$ cat src/rtl/iter_shift_pkg.sv
// Shared sizing and step-mode encoding for the iterative shift unit.
// Assumes COARSE_STEP is a power of two that is smaller than DATA_W.
package iter_shift_pkg;
    parameter int DATA_W      = 32;  // word width
    parameter int CNT_W       = 8;   // width of the shift amount input
    parameter int LIM_W       = 5;   // amount bits kept when limited
    parameter int COARSE_STEP = 4;   // bits moved by one coarse step

    typedef enum logic {
        STEP_SINGLE = 1'b0,
        STEP_MIXED  = 1'b1
    } step_mode_e;
endpackage

$ cat src/rtl/ishf_count_plan.sv
// Splits the requested amount into fine and coarse iteration counts.
// Assumes COARSE_STEP is a power of two; the fine count holds the low bits in mixed mode.
module ishf_count_plan
    import iter_shift_pkg::*;
#(
    parameter int CW     = CNT_W,
    parameter int LW     = LIM_W,
    parameter int CSTEP  = COARSE_STEP,
    localparam int FW    = $clog2(CSTEP),
    localparam int CRS_W = CW - FW
) (
    input  logic [CW-1:0]    count,
    input  logic             mode,
    input  logic             limit,
    output logic [CW-1:0]    fine_load,
    output logic [CRS_W-1:0] coarse_load
);
    logic [CW-1:0] eff;

    // Apply the amount limit, then divide the work between the two step kinds.
    always_comb begin
        eff = count;
        if (limit) begin
            eff = CW'(count[LW-1:0]);
        end
        if (step_mode_e'(mode) == STEP_MIXED) begin
            fine_load   = CW'(eff[FW-1:0]);
            coarse_load = eff[CW-1:FW];
        end else begin
            fine_load   = eff;
            coarse_load = '0;
        end
    end
endmodule

$ cat src/rtl/ishf_step_unit.sv
// One iteration of the shift: a 1-bit move or a coarse move, in either direction.
// Assumes the caller holds the direction and fill rule stable for the whole run.
module ishf_step_unit
    import iter_shift_pkg::*;
#(
    parameter int DW    = DATA_W,
    parameter int CSTEP = COARSE_STEP
) (
    input  logic [DW-1:0] cur,
    input  logic          dir_right,
    input  logic          arith,
    input  logic          coarse,
    output logic [DW-1:0] nxt
);
    logic          fill;
    logic [DW-1:0] one_step;
    logic [DW-1:0] big_step;

    // Work out both step widths and pick the one the controller asks for.
    always_comb begin
        fill = arith & dir_right & cur[DW-1];
        if (dir_right) begin
            one_step = {fill, cur[DW-1:1]};
            big_step = {{CSTEP{fill}}, cur[DW-1:CSTEP]};
        end else begin
            one_step = {cur[DW-2:0], 1'b0};
            big_step = {cur[DW-1-CSTEP:0], {CSTEP{1'b0}}};
        end
        nxt = coarse ? big_step : one_step;
    end
endmodule

$ cat src/rtl/ishf_ctrl.sv
// Run control: accepts a start when idle and runs the fine steps, then the coarse steps.
// After that it spends one completion cycle that drops busy and pulses done.
// Assumes the load values are valid in the cycle that start is high.
module ishf_ctrl
    import iter_shift_pkg::*;
#(
    parameter int CW     = CNT_W,
    parameter int CSTEP  = COARSE_STEP,
    localparam int FW    = $clog2(CSTEP),
    localparam int CRS_W = CW - FW
) (
    input  logic             clk,
    input  logic             rst_n,
    input  logic             start,
    input  logic [CW-1:0]    fine_load,
    input  logic [CRS_W-1:0] coarse_load,
    output logic             busy,
    output logic             done,
    output logic             load,
    output logic             step_en,
    output logic             step_coarse,
    output logic [CW-1:0]    fine_q,
    output logic [CRS_W-1:0] coarse_q
);
    logic fine_left;
    logic coarse_left;

    // Decode the remaining work and the strobes for the datapath.
    always_comb begin
        fine_left   = (fine_q != '0);
        coarse_left = (coarse_q != '0);
        load        = start & ~busy;
        step_en     = busy & (fine_left | coarse_left);
        step_coarse = ~fine_left;
    end

    // Counter and handshake state: load, count down, then finish.
    always_ff @(posedge clk) begin
        if (!rst_n) begin
            busy     <= 1'b0;
            done     <= 1'b0;
            fine_q   <= '0;
            coarse_q <= '0;
        end else begin
            done <= 1'b0;
            if (!busy) begin
                if (start) begin
                    busy     <= 1'b1;
                    fine_q   <= fine_load;
                    coarse_q <= coarse_load;
                end
            end else if (fine_left) begin
                fine_q <= fine_q - 1'b1;
            end else if (coarse_left) begin
                coarse_q <= coarse_q - 1'b1;
            end else begin
                busy <= 1'b0;
                done <= 1'b1;
            end
        end
    end
endmodule

$ cat src/rtl/iter_shift_unit.sv
// Top of the iterative shift unit. It holds the working word and the latched
// direction and fill rule, and it ties together the planner, the controller and the step logic.
// Assumes a synchronous active-low reset and a single clock.
module iter_shift_unit
    import iter_shift_pkg::*;
#(
    parameter int DW     = DATA_W,
    parameter int CW     = CNT_W,
    parameter int LW     = LIM_W,
    parameter int CSTEP  = COARSE_STEP,
    localparam int FW    = $clog2(CSTEP),
    localparam int CRS_W = CW - FW
) (
    input  logic          clk,
    input  logic          rst_n,
    input  logic          start,
    input  logic [DW-1:0] data_in,
    input  logic [CW-1:0] count,
    input  logic          dir,
    input  logic          arith,
    input  logic          mode,
    input  logic          limit,
    output logic          busy,
    output logic          done,
    output logic [DW-1:0] data_out
);
    logic [CW-1:0]    fine_load;
    logic [CRS_W-1:0] coarse_load;
    logic [CW-1:0]    fine_q;
    logic [CRS_W-1:0] coarse_q;
    logic             load;
    logic             step_en;
    logic             step_coarse;
    logic [DW-1:0]    word_q;
    logic [DW-1:0]    word_nxt;
    logic             dir_q;
    logic             arith_q;

    ishf_count_plan #(.CW(CW), .LW(LW), .CSTEP(CSTEP)) u_plan (
        .count       (count),
        .mode        (mode),
        .limit       (limit),
        .fine_load   (fine_load),
        .coarse_load (coarse_load)
    );

    ishf_ctrl #(.CW(CW), .CSTEP(CSTEP)) u_ctrl (
        .clk         (clk),
        .rst_n       (rst_n),
        .start       (start),
        .fine_load   (fine_load),
        .coarse_load (coarse_load),
        .busy        (busy),
        .done        (done),
        .load        (load),
        .step_en     (step_en),
        .step_coarse (step_coarse),
        .fine_q      (fine_q),
        .coarse_q    (coarse_q)
    );

    ishf_step_unit #(.DW(DW), .CSTEP(CSTEP)) u_step (
        .cur       (word_q),
        .dir_right (dir_q),
        .arith     (arith_q),
        .coarse    (step_coarse),
        .nxt       (word_nxt)
    );

    // Working word and latched controls: capture at acceptance, update on each step.
    always_ff @(posedge clk) begin
        if (!rst_n) begin
            word_q  <= '0;
            dir_q   <= 1'b0;
            arith_q <= 1'b0;
        end else if (load) begin
            word_q  <= data_in;
            dir_q   <= dir;
            arith_q <= arith;
        end else if (step_en) begin
            word_q <= word_nxt;
        end
    end

    assign data_out = word_q;
endmodule

$ cat config.mk
export PLATFORM = sky130hd
export DESIGN_NAME = iter_shift_unit
export DESIGN_NICKNAME = d
export VERILOG_FILES = /design/src/rtl/iter_shift_pkg.sv /design/src/rtl/ishf_count_plan.sv /design/src/rtl/ishf_step_unit.sv /design/src/rtl/ishf_ctrl.sv /design/src/rtl/iter_shift_unit.sv
export SDC_FILE = /design/constraint.sdc
export NUM_CORES = 1
export LEC_CHECK = 0
export BUFFER_PORTS_ARGS = -buffer_cell sky130_fd_sc_hd__buf_2
export CORE_MARGIN = 4
export CORE_UTILIZATION = 45
export CTS_CLUSTER_DIAMETER = 60
export CTS_CLUSTER_SIZE = 16
export DETAILED_ROUTE_END_ITERATION = 6
export GPL_TIMING_DRIVEN = 0
export PLACE_DENSITY = 0.72
export RECOVER_POWER = 100
export SLEW_MARGIN = 20
export SYNTH_ARGS = -nofsm -noshare
export SYNTH_HDL_FRONTEND = slang
export SYNTH_SLANG_ARGS = --single-unit
$ cat constraint.sdc
create_clock -name clk -period 3.2 [get_ports clk]
set_input_delay 0.64 -clock clk [delete_from_list [all_inputs] [get_ports clk]]
set_output_delay 0.64 -clock clk [all_outputs]
set_load 0.02 [all_outputs]
Yosys cells after proc, flatten, opt, wreduce, memory -nomap -nowiden. Index checks and enable logic that the tools add are counted.

Register bits: 50. Input port bits: 47. Output and inout bits: 34. Logic and storage cells: 46.

Add/sub/neg operators: 2. Equality and inequality tests: 3. Mux-type cells: 20. Bitwise operators: 7. Reduce and logical (&&, ||, !) cells: 7.

Operators by type and width (number): 2-to-1 mux 32 bit (5); 2-to-1 mux 8 bit (5); 2-to-1 mux 6 bit (5); nonzero test 8 bit (1); subtractor 8 x 1 -> 8 bit, second input constant (1); != test 2 bit, second input constant (3); nonzero test 6 bit (1); subtractor 6 x 1 -> 6 bit, second input constant (1); 2-to-1 mux 1 bit (5); AND 1 bit (4); nonzero test 2 bit (2); AND reduction 3 bit (1); OR reduction 3 bit (1); NOT 1 bit (2); AND reduction 2 bit (1); OR 1 bit (1).

Depth between registers and ports, before layout.
Depth after elaboration: 6. Depth in mapped cells: 9.

By module. Synthesis repeated with hierarchy kept, for this count alone.

Cells, all modules: 351. Area, all modules: 3826.2 µm².

By module, submodules not included: iter_shift_unit (times used 1, cells an instance 149, area an instance 1844.3 µm², sequential area each 680.7 µm²); ishf_ctrl (times used 1, cells an instance 127, area an instance 1024.7 µm², sequential area each 320.3 µm²); ishf_step_unit (times used 1, cells an instance 60, area an instance 827.0 µm², sequential area each 0.0 µm²); ishf_count_plan (times used 1, cells an instance 15, area an instance 130.1 µm², sequential area each 0.0 µm²).

Least setup slack after synthesis. No wires, ideal clock.

Path type: register to register. From: register u_ctrl.fine_q[0]. To: register word_q[10] (netlist: data_out[10]). Setup time: 91 ps. Arrival time: 1815 ps. Data required time: 3109 ps. Slack: 1294 ps. Cell stages (with the launch flop): 9. Path buffers: 2. Clock period less this slack: 1906 ps. Cells stage by stage: dfxtp_1 inv_1 ha_1 or3b_2 buf_2 clkbuf_1 o21ai_0 o311ai_0 a311oi_1.

Cells in the longest elaborated chain, start to end: 4. Elaborated cells between the ends (all ways): 7. Those cells by class: 3 x mux; 2 x bitwise; 2 x reduce/logical.

RTL lines: start: declaration (RTL line ishf_ctrl.sv:22) `output logic [CW-1:0] fine_q,`; start signal: assignment (RTL line ishf_ctrl.sv:49) `fine_q <= fine_load;`; start signal: assignment (RTL line ishf_ctrl.sv:53) `fine_q <= fine_q - 1'b1;`; nonzero test 8 bit * (RTL line ishf_ctrl.sv:30) `fine_left = (fine_q != '0);`; 2-to-1 mux 32 bit or OR 1 bit (tied branches) (RTL line ishf_step_unit.sv:29, ishf_ctrl.sv:33); 2-to-1 mux 32 bit or AND 1 bit (tied branches) (RTL line iter_shift_unit.sv:80, ishf_ctrl.sv:33); 2-to-1 mux 32 bit or nonzero test 2 bit (tied branches); end signal: assignment (RTL line iter_shift_unit.sv:77) `word_q <= data_in;`; end signal: assignment (RTL line iter_shift_unit.sv:81) `word_q <= word_nxt;`; end: declaration (RTL line iter_shift_unit.sv:34) `logic [DW-1:0] word_q;`.

Mark *: on every way between the ends. The rest lies on a longest branch, timed or not. The select of a mux whose other input is x is not followed. A chain may end at the register's enable or synchronous reset.

Worst setup path in the final report.
From: register u_ctrl.fine_q[0]. To: register word_q[11] (netlist: data_out[11]).

Same word-level chain as after synthesis.

==> results.tsv <==
metric	value	unit
via count of the first global-routing pass	3735	
Global Route Usage Sum	26.8	%
Highest Clock Rate	0.371	GHz
run status	complete, no violations	
Yosys warnings	0	
clock period minus worst slack	2700	ps
EDFF count, synth	0	
Post-Synthesis Cells	434	
max-cap check violation count	0	
Detailed Routing Iterations Pass 1	5	
area of the mapped netlist	0.00346	mm²
routed length on met2	5330	µm
Num Clock Sinks	50	
Port Buffer Count	79	
die outline area	0.00916	mm²
post-synthesis adder-cell area fraction	1.45	%
total wirelength of the detailed-routed design	12400	µm
P_leak	0.00141	µW
antenna-violating nets left	0	
final hold violations	0	
category of the critical setup timing path	flop to flop	
share of synthesized cell area in and, or, nand and nor gates	23.2	%
Via Count	3966	
top library cells by usage in the layout, fill and taps aside	sky130_fd_sc_hd__clkbuf_1 (66), sky130_fd_sc_hd__buf_2 (50), sky130_fd_sc_hd__dfxtp_1 (50)	
kind of start point of the critical path	flop	
number of fillers in the final layout	751	
TritonCTS clock tree	yes	
cell breakdown of the critical path	inv_1 -> ha_1 -> or3b_2 -> buf_2 -> nor2_1 -> a21oi_1 -> clkbuf_1 -> a311oi_1	
antenna violations before repair	0	
maximum root-to-sink buffer count	2	
number of cells on the worst hold path	2	
switching power summed over all nets	1170	µW
share of cells above drive strength 1	14.0	%
syn avg cell area	7.98	µm²
Slowest cell on crit path	sky130_fd_sc_hd__nor2_1	
CTS Buf Count	5	
global-route wire length before repair	19300	µm
Int Pwr	1460	µW
RR Startpoint	u_ctrl.fine_q[0]	
DR vias/cell	6.41	
XOR/XNOR Fraction of Synth Area	0.506	%
Peak supply drop	0.000281	V
critical path fanouts, max	10	
detailed router's first-iteration violation count	394	
syn nets	485	
kind of cell with the highest combined delay on the critical path	simple AND/OR/NAND/NOR gates	
Post-Route M1 WL	5340	µm
Tightest Pin Transition	938	ps
buffers and inverters on the worst path	3	
path type of the worst min-delay path	flop to flop	
area delta synth->final	16.4	%
crit share post-route	84.3	%
Slew Limit Fails	0	
final net count	571	
pin count of the biggest net entering global routing	15	
proportion of total power due to net switching	44.5	%
Combinational Power Share	48.0	%
number of gates given a new drive strength after cts	0	
root buffer selected by CTS	sky130_fd_sc_hd__clkbuf_8	
routed wl met3	1450	µm
Rows	31	
number of synthesized register bits	50	
required time of the worst setup path	3410	ps
I/O pin count	81	
leading cell type in the layout, fill and taps excluded	sky130_fd_sc_hd__clkbuf_1	
remaining global-route overflow	0	
unique cell type count in the Yosys netlist	53	
number of cells on the worst reg-to-reg path	8	
die boundary height	95.7	µm
Data arrival, critical path	2910	ps
utilization of the core after routing	54.7	%
total of hold buffers inserted after clock tree synthesis	0	
hold worst-path end	arith_q	
Hold Crit Start	arith_q	
number of H-tree branching levels	2	
core region area	0.00737	mm²
Initial Utilization	47.0	%
clock slew seen by the registers of the worst setup and hold paths	90	ps
most used flip-flop cell after synthesis	sky130_fd_sc_hd__dfxtp_1	
skew final	10.7	ps
proportion of power drawn by flip-flops and latches	34.3	%
residual DRC count	0	
post-layout worst setup margin	503	ps
unrepaired setup endpoints after global routing	no	
share of the synthesized area in compound gates (AO/OA/AOI/OAI)	32.9	%
post-placement setup slack	820	ps
number of buffers inserted by post-CTS setup repair	0	
type of destination of the critical path	flop	
clock latency at the later pin of the worst-skew pair	310	ps
capturing point of the worst reg2reg path	data_out[11]	
share of flip-flops with an asynchronous set or reset after synthesis	0	%
largest family of logic cells by synthesized area	compound AO/OA/AOI/OAI gates	
delay of the slowest cell on the worst path	500	ps
clock network power share	17.7	%
Chip Width	95.7	µm
pwr dens	652	mW/mm²
worst-case register-to-register setup slack	500	ps
RD Place Congestion	0.964	
# diodes	0	
Setup-failing EPs final	0	
portion of netlist area occupied by mux cells	6.14	%
highest metal used	met4	
routed wirelength normalized by instance count	20.0	µm
tightest slew margin relative to the limit	36.9	%
HPWL Detailed	9270	µm
sum of negative setup slack	0	ps
sequential-to-total area share from yosys stat	28.9	%
==> synth_stat cells, types with 6 or more instances <==
library cell | number | area, µm²
sky130_fd_sc_hd__a21oi_1 | 45 | 225
sky130_fd_sc_hd__a311oi_1 | 27 | 236
sky130_fd_sc_hd__a31oi_1 | 6 | 37.5
sky130_fd_sc_hd__and2_1 | 15 | 93.8
sky130_fd_sc_hd__buf_2 | 6 | 30.0
sky130_fd_sc_hd__clkbuf_1 | 30 | 113
sky130_fd_sc_hd__dfxtp_1 | 50 | 1000
sky130_fd_sc_hd__inv_1 | 6 | 22.5
sky130_fd_sc_hd__mux2i_1 | 19 | 190
sky130_fd_sc_hd__nand2_1 | 49 | 184
sky130_fd_sc_hd__nand2b_1 | 8 | 50.1
sky130_fd_sc_hd__nand3_1 | 15 | 75.1
sky130_fd_sc_hd__nand4_1 | 7 | 43.8
sky130_fd_sc_hd__nor2_1 | 10 | 37.5
sky130_fd_sc_hd__nor2b_1 | 17 | 106
sky130_fd_sc_hd__nor3_1 | 8 | 40.0
sky130_fd_sc_hd__nor3b_1 | 7 | 52.6
sky130_fd_sc_hd__o21ai_0 | 16 | 80.1
sky130_fd_sc_hd__o311ai_0 | 22 | 193
==> stage by stage <==
step / instance area (µm²) / instances / hold WS, ps / total power [µW]
global route: 4030 / 619 / 516 / 2790
finish: 4030 / 619 / 481 / 2630
detailed placement: 3980 / 612 / 464 / 2180
CTS: 4100 / 619 / 478 / 2640
global placement: 3980 / 612 / 466 / 2160
floorplan: 3460 / 434 / 437 / 1770
==> worst register-to-register path, stage by stage, from the launching register on <==
cell                       delay (ps)
sky130_fd_sc_hd__dfxtp_1          310
sky130_fd_sc_hd__inv_1            120
sky130_fd_sc_hd__ha_1             180
sky130_fd_sc_hd__or3b_2           430
sky130_fd_sc_hd__buf_2            200
sky130_fd_sc_hd__nor2_1           510
sky130_fd_sc_hd__a21oi_1          260
sky130_fd_sc_hd__clkbuf_1         310
sky130_fd_sc_hd__a311oi_1         300
==> cell families after synthesis <==
logic type      after synthesis
compound gates              158
simple gates                148
buf+inv                      51
flops                        50
mux                          21
fa+ha+maj                     4
xor+xnor                      2
==> routing by layer <==
layer	GRT usage [%]	up-vias
met4	8.18	0
li1	-	1845
met5	0	-
met2	40.0	254
met3	5.24	27
met1	38.8	1840
==> sequential cells by signal, indices dropped and copies added, names as in the netlist <==
signal,cells
dir_q,1
u_ctrl.done,1
u_ctrl.coarse_q,6
arith_q,1
data_out,32
u_ctrl.fine_q,8
u_ctrl.busy,1
==> power by group through the flow <==
stage / Combinational, µW / Clock (µW) / Sequential (µW)
6_report: 1260 / 465 / 901
5_1_grt: 1380 / 497 / 915
4_1_cts: 1280 / 475 / 889
3_5_place_dp: 1270 / 0 / 905
3_3_place_gp: 1260 / 0 / 902
2_1_floorplan: 803 / 0 / 962
==> final cells by class <==
cell class / instances / area, µm² / share of cell area (%)
Multi-Input combinational cell: 333 / 2200 / 54.6
Sequential cell: 50 / 1000 / 24.8
Timing Repair Buffer: 79 / 352 / 8.72
Buffer: 44 / 214 / 5.31
Tap cell: 99 / 124 / 3.07
Clock buffer: 6 / 82.6 / 2.05
Clock inverter: 1 / 30.0 / 0.745
Inverter: 7 / 26.3 / 0.652
==> how the worst max path moves through the flow <==
| stage | start | end | cells after the start |
|---|---|---|---|
| after global routing | u_ctrl.fine_q[0] | data_out[6] | 8 |
| after global placement | u_ctrl.fine_q[0] | data_out[5] | 7 |
| after floorplan | u_ctrl.fine_q[0] | data_out[10] | 8 |
| after CTS | u_ctrl.fine_q[0] | data_out[11] | 7 |
| after detailed placement | u_ctrl.fine_q[0] | data_out[11] | 7 |
| final | u_ctrl.fine_q[0] | data_out[11] | 8 |
Note: power is estimated with default switching activity, not from simulation.
